<file path="config.mk">
export PLATFORM = sky130hd
export DESIGN_NAME = ifetch_syn_reg
export DESIGN_NICKNAME = d
export VERILOG_FILES = /design/src/rtl/ifetch_perm_pkg.sv /design/src/rtl/ifetch_syn_reg.sv
export SDC_FILE = /design/constraint.sdc
export NUM_CORES = 1
export LEC_CHECK = 0
export CAP_MARGIN = 20
export CORE_AREA = 4 4 41 43
export DETAILED_ROUTE_END_ITERATION = 10
export DIE_AREA = 0 0 45 47
export PLACE_DENSITY = 0.59
export REMOVE_ABC_BUFFERS = 1
export SLEW_MARGIN = 0
export SYNTH_ARGS = -nofsm -noshare
export SYNTH_HDL_FRONTEND = slang
export SYNTH_SLANG_ARGS = --single-unit
</file>
<file path="constraint.sdc">
create_clock -name clk -period 2.3 [get_ports clk]
set_input_delay 0.345 -clock clk [delete_from_list [all_inputs] [get_ports clk]]
set_output_delay 0.345 -clock clk [all_outputs]
set_load 0.01 [all_outputs]
</file>
<file path="src/rtl/ifetch_perm_pkg.sv">
package ifetch_perm_pkg;
  localparam int unsigned EC_W    = 6;
  localparam int unsigned FSC_W   = 6;
  localparam int unsigned LVL_W   = 2;
  localparam int unsigned AP_W    = 2;
  localparam logic [EC_W-1:0] EC_IABT_SAME = 6'b100001;
  localparam logic [FSC_W-LVL_W-1:0] FSC_PERM_PFX = 4'b0011;

  typedef struct packed {
    logic [EC_W-1:0]  ec;
    logic [FSC_W-1:0] fsc;
  } syndrome_t;
endpackage

</file>
<file path="src/rtl/ifetch_syn_reg.sv">
module ifetch_syn_reg
  import ifetch_perm_pkg::*;
(
  input  logic             clk,
  input  logic             rst_n,
  input  logic             vld,
  input  logic             deny,
  input  logic [LVL_W-1:0] level,
  output logic             allow_q,
  output logic             fault_q,
  output syndrome_t        syn_q
);
  logic      allow_d, fault_d, syn_en;
  syndrome_t syn_d;

  always_comb begin
    allow_d = vld & ~deny;
    fault_d = vld & deny;
    syn_en  = vld & deny;
    syn_d.ec  = EC_IABT_SAME;
    syn_d.fsc = {FSC_PERM_PFX, level};
  end

  always_ff @(posedge clk or negedge rst_n) begin
    if (!rst_n) begin
      allow_q <= 1'b0;
      fault_q <= 1'b0;
    end else begin
      allow_q <= allow_d;
      fault_q <= fault_d;
    end
  end

  always_ff @(posedge clk or negedge rst_n) begin
    if (!rst_n) syn_q <= '0;
    else if (syn_en) syn_q <= syn_d;
  end


  excl_flags_chk: assert property (@(posedge clk) disable iff (!rst_n)
    !(allow_q && fault_q));

  idle_low_chk: assert property (@(posedge clk) disable iff (!rst_n)
    !vld |=> (!allow_q && !fault_q));

  syn_hold_chk: assert property (@(posedge clk) disable iff (!rst_n)
    !vld |=> $stable(syn_q));

  syn_ec_chk: assert property (@(posedge clk) disable iff (!rst_n)
    fault_q |-> syn_q.ec == EC_IABT_SAME);
endmodule

</file>
==> out/metrics.cfg, run 1 <==
[clock_network]
cts_resized = 0
numCtsBuffers = 3
path_clk_slew_ps = 40
cts_tree = built
post_cts_buffers = 0
clock-sinks = 5
holdBufCountCts = 0
clock_latency_ps = 240
cts-root-buf = clkbuf_4
cts.path.max_buffers = 2
cts_max_level = 1

[synthesis]
synthSimpleGateAreaFrac = 0.0891
ys_warn_count = 0
async_flop_share = 1.00
synth.ff_latch_count = 5
synth_compound_area_frac = 0
ys_top_cells_by_count = buf_4 (9), dfrtp_1 (5), mux2_4 (2)
synth_xor_area_frac = 0
synth_mux_area_frac = 0.119
synth.avg_cell_area_um2 = 12.0
synthAdderAreaFrac = 0
netlist_area_um2 = 253
synth_edf_count = 0
yosysTopAreaCellShare = 0.495
synthCells = 21
yosys.cell_count.top_type = buf_4
ys_dominant_reg_cell = dfrtp_1
synth_top_family_by_area = buffers and inverters
synth_area_leaders = dfrtp_1 (50%), buf_4 (27%), mux2_4 (12%)
synth_top_cell_by_area = dfrtp_1
ys_seq_area_frac = 0.495
yosysUniqueCellTypes = 8

[critical_path]
critPathLaunchType = flip-flop
rr_endpoint = syn_q[6]
r2r_cells = 1
crit_path_max_fanout = 5
cp.depth = 1
crit_end = syn_q[2]
worstPathCellList = clkdlybuf4s50_1
critical_path_class = flip-flop to output pin
reg2reg_slack_ps = 1550
worstPathRequired_ps = 1960
slowest_stage = clkdlybuf4s50_1
critPathTopFamily = buffers and inverters
r2r-start = syn_q[6]
crit_buf_inv = 1
startpoint = syn_q[6]
critPathArrivalTime_ps = 1180
end_kind = output pin
cpPeakStageDelay_ps = 560

[pwr]
leakagePower_uw = 0.000180
power.density_nw_per_um2 = 634
peakVddDrop_uv = 136

[run_status]
status = completed

[floorplan]
die_w_um = 45
std_cell_rows = 13
core-area_um2 = 1300
die-area_um2 = 2120
start_util = 0.194
die_h_um = 47
pin_count = 20

[timing]
fin_tns_setup_ps = 0
setup_viol = 0
post-route-min-period_ps = 1530
finalCritPeriodShare = 0.665
hold_viol = 0
clock_skew_ps = 0
holdWs_ps = 327
max_freq_ghz = 0.654
rsz0062_at_grt = false
drv_slew = 0

[grt]
antenna_found_initial = 0
grt_pass1_wl_um = 641
grt_usage = 0.0508
grt_overflow = 0
grt_max_degree = 6
grt_pass1_vias = 161

[layout]
insertedDiodeCount = 0
instances_no_fill = 49
drive_above_1_share = 0.206
fin_nets = 41
final_core_util = 0.291
area_delta_synth_final_pct = 50.0
final_cell_area_um2 = 379
fillers = 154

[drt]
drc_errors = 0
viasPerCell = 3.20
vias = 157
wl_per_cell_um = 8.65
routed_wl_um = 424
ant_nets = 0
firstDrtPassIters = 1
drt-initial-drc-count = 0

[placement]
io_buffers = 13
placed_area_um2 = 353
dp.cells = 45
place_congestion = 0.525

[min_path]
min_path_type = input pin to asynchronous set/reset pin

[job]
drv_cap = 0

power breakdown:
group          switching [uW]  internal, uW  leakage, uW
Clock                    32.4          65.3    0.0000150
Combinational            16.0          27.6     0.000107
Sequential               3.48          95.4    0.0000580
logic make-up (layout without fill, tap and decap cells):
group	count (synthesis)	in the layout
other	1	6
buffers and inverters	10	18
flip-flops	5	5
AND/OR/NAND/NOR	3	3
multiplexers	2	2
area by class of cell:
type | instances | area [um2] | area share
clock buffer | 4 | 26.3 | 0.0693
timing repair buffer | 13 | 130 | 0.343
tap | 15 | 18.8 | 0.0495
inverter | 1 | 3.75 | 0.00990
sequential | 5 | 125 | 0.330
multi-input combinational | 11 | 75.1 | 0.198
registers in the layout (all words and copies together), names as in the netlist:
register / flops
allow_q: 1
fault_q: 1
syn_q: 3
per-layer routing:
layer,GRT usage,vias up,wire [um]
met3,0.00766,2,58
met5,0,-,0
met4,0.123,0,19
met2,0.0706,11,228
met1,0.0370,69,116
li1,-,75,-
metrics by stage:
step,worst slack (ps),power [uW]
6_report,770,240
5_1_grt,702,252
4_1_cts,748,246
3_5_place_dp,937,144
3_3_place_gp,953,144
2_1_floorplan,1410,118
cells in the final DEF (no fill, tap or decap):
master and n:
conb_1 6, nand2_2 1, clkdlybuf4s50_1 13, clkbuf_4 3, inv_1 1, or2b_1 1
and2b_2 1, clkbuf_1 1, dfrtp_1 5, mux2_4 2
worst min-delay path by stage:
stage,cells past startpoint,slack (ps),endpoint
finish,1,330,syn_q[1]
global route,1,350,syn_q[6]
CTS,1,330,syn_q[1]
detailed placement,1,500,syn_q[1]
global placement,1,500,syn_q[1]
floorplan,0,50,allow_q
Note: power is estimated with default switching activity, not from simulation.
==> run 2: changes to the inputs <==
--- a/config.mk
+++ b/config.mk
@@ -9,7 +9,7 @@
 export CORE_AREA = 4 4 41 43
 export DETAILED_ROUTE_END_ITERATION = 10
 export DIE_AREA = 0 0 45 47
-export PLACE_DENSITY = 0.59
+export PLACE_DENSITY = 0.61
 export REMOVE_ABC_BUFFERS = 1
 export SLEW_MARGIN = 0
 export SYNTH_ARGS = -nofsm -noshare
==> constraint.sdc (replaced) <==
create_clock -name clk -period 1.3 [get_ports clk]
set_input_delay 0.195 -clock clk [delete_from_list [all_inputs] [get_ports clk]]
set_output_delay 0.195 -clock clk [all_outputs]
set_load 0.01 [all_outputs]
==> run 2 against run 1 <==
Net effect:
- clock-buffer cell count is the same
- wire length is 7.3% lower
- clock power is 73% higher
- via count down 4.5%
- critical endpoint is now allow_q
- largest cell class is now flip-flops and latches
==> out/metrics.cfg, run 2 (synthesis gave the netlist of run 1 again) <==
[run_status]
status = completed

[layout]
regArea_um2 = 125  ; unchanged
largest-register = syn_q
final_cell_mix = conb_1 (6), clkdlybuf4s50_1 (6), dlygate4sd2_1 (6), dfrtp_1 (5), clkbuf_4 (3)
reg_top3 = syn_q: 3 flops, allow_q: 1 flops, fault_q: 1 flops
multi_input_area_um2 = 75.1  ; unchanged
insertedDiodeCount = 0  ; unchanged
largest_reg_flops = 3  ; unchanged
fin_nets = 41  ; unchanged
final_cell_area_um2 = 374  ; -1.3%
fillers = 153  ; -0.65%
area_delta_synth_final_pct = 48.0
drive_above_1_share = 0.206  ; unchanged

[clock_network]
cts-root-buf = clkbuf_4
clock_latency_ps = 230  ; about the same
clock-sinks = 5  ; unchanged
cts.path.max_buffers = 2  ; unchanged
numCtsBuffers = 3  ; unchanged
post_cts_buffers = 0  ; unchanged
cts_tree = built
holdBufCountCts = 0  ; unchanged
path_clk_slew_ps = 40  ; about the same
cts_max_level = 1  ; unchanged
cts_resized = 6  ; +6

[grt]
grt_pass1_vias = 142  ; -12%
grt_max_degree = 6  ; unchanged
grt_pass1_wl_um = 538  ; -16%
grt_usage = 0.0429  ; -0.00798
grt_overflow = 0  ; unchanged
antenna_found_initial = 0  ; unchanged

[timing]
finalCritPeriodShare = 0.967
fin_tns_setup_ps = 0  ; unchanged
post-route-min-period_ps = 1260
clock_skew_ps = 0  ; unchanged
hold_viol = 0  ; unchanged
max_freq_ghz = 0.796
rsz0062_at_grt = false
drv_slew = 0  ; unchanged
setup_viol = 0  ; unchanged
holdWs_ps = 176  ; -151 ps

[drt]
dr_wl_met2_um = 205  ; -10%
firstDrtPassIters = 1  ; unchanged
met1Wirelength_um = 114  ; -1.7%
ant_nets = 0  ; unchanged
drt-initial-drc-count = 0  ; unchanged
viasPerCell = 3.06  ; -4.5%
routed_wl_um = 393  ; -7.3%
wl_per_cell_um = 8.02  ; -7.3%
vias = 150  ; -4.5%
drc_errors = 0  ; unchanged
highest_layer = met4
dr_wl_met3_um = 53  ; -8.6%

[critical_path]
critPathTopFamily = buffers and inverters
crit_buf_inv = 1  ; unchanged
r2r_cells = 1  ; unchanged
worstPathRequired_ps = 1110  ; -850 ps
critPathArrivalTime_ps = 1060  ; -120 ps
slowest_stage = clkdlybuf4s50_1
rr_endpoint = syn_q[6]
r2r-start = syn_q[6]
critPathLaunchType = flip-flop
cpPeakStageDelay_ps = 520  ; -40 ps
critical_path_class = flip-flop to output pin
end_kind = output pin
startpoint = allow_q
reg2reg_slack_ps = 560  ; -990 ps
crit_path_max_fanout = 1  ; -4
worstPathCellList = clkdlybuf4s50_1

[floorplan]
die_h_um = 47  ; unchanged
core-area_um2 = 1300  ; unchanged
die_w_um = 45  ; unchanged
pin_count = 20  ; unchanged
die-area_um2 = 2120  ; unchanged
start_util = 0.194  ; unchanged
std_cell_rows = 13  ; unchanged

[job]
drv_cap = 0  ; unchanged

[pwr]
leakagePower_uw = 0.000189  ; +4.5%
peakVddDrop_uv = 223  ; +64%
power.density_nw_per_um2 = 1100  ; +74%

[placement]
io_buffers = 13  ; unchanged
place_congestion = 0.519  ; -1.2%
placed_area_um2 = 353  ; unchanged

[min_path]
min_path_type = input pin to asynchronous set/reset pin

run 2: changes by cell type in the layout (fill, tap and decap cells not counted):
| cell | delta |
|---|---|
| clkdlybuf4s50_1 | -7 |
| dlygate4sd2_1 | +6 |
| dlymetal6s2s_1 | +1 |
run 2: final cells by class:
class                      instances  area share
timing repair buffer              13       0.334
inverter                           1      0.0100
tap                               15      0.0502
sequential                         5       0.334
clock buffer                       4      0.0702
multi-input combinational         11       0.201
run 2: how the worst max path moves through the flow:
stage,endpoint,slack [ps],depth (start not counted)
CTS,fault_q,30,1
global route,allow_q,10,1
detailed placement,syn_q[0],90,3
finish,allow_q,40,1
global placement,syn_q[0],90,3
floorplan,syn_q[6],410,1
run 2: power breakdown:
part	leakage [uW]	switching, uW	internal (uW)
Clock	0.0000150	53.9	115
Sequential	0.0000580	5.31	169
Combinational	0.000116	28.0	41.9
Total	0.000189	87.2	326
run 2: stage by stage:
| step | total power (uW) | util | cells | setup slack (ps) |
|---|---|---|---|---|
| after floorplan | 209 | - | 17 | 414 |
| after global placement | 254 | 0.271 | 45 | 93.6 |
| after detailed placement | 255 | 0.271 | 45 | 93.0 |
| after CTS | 424 | 0.286 | 49 | 25.2 |
| after global routing | 443 | 0.288 | 49 | 12.2 |
| final | 413 | 0.288 | 49 | 43.0 |
run 2: layer usage:
| metal | vias to the layer above | GRT usage |
|---|---|---|
| met4 | 0 | 0.105 |
| li1 | 74 | - |
| met3 | 2 | 0 |
| met1 | 62 | 0.0392 |
| met5 | - | 0 |
| met2 | 12 | 0.0537 |
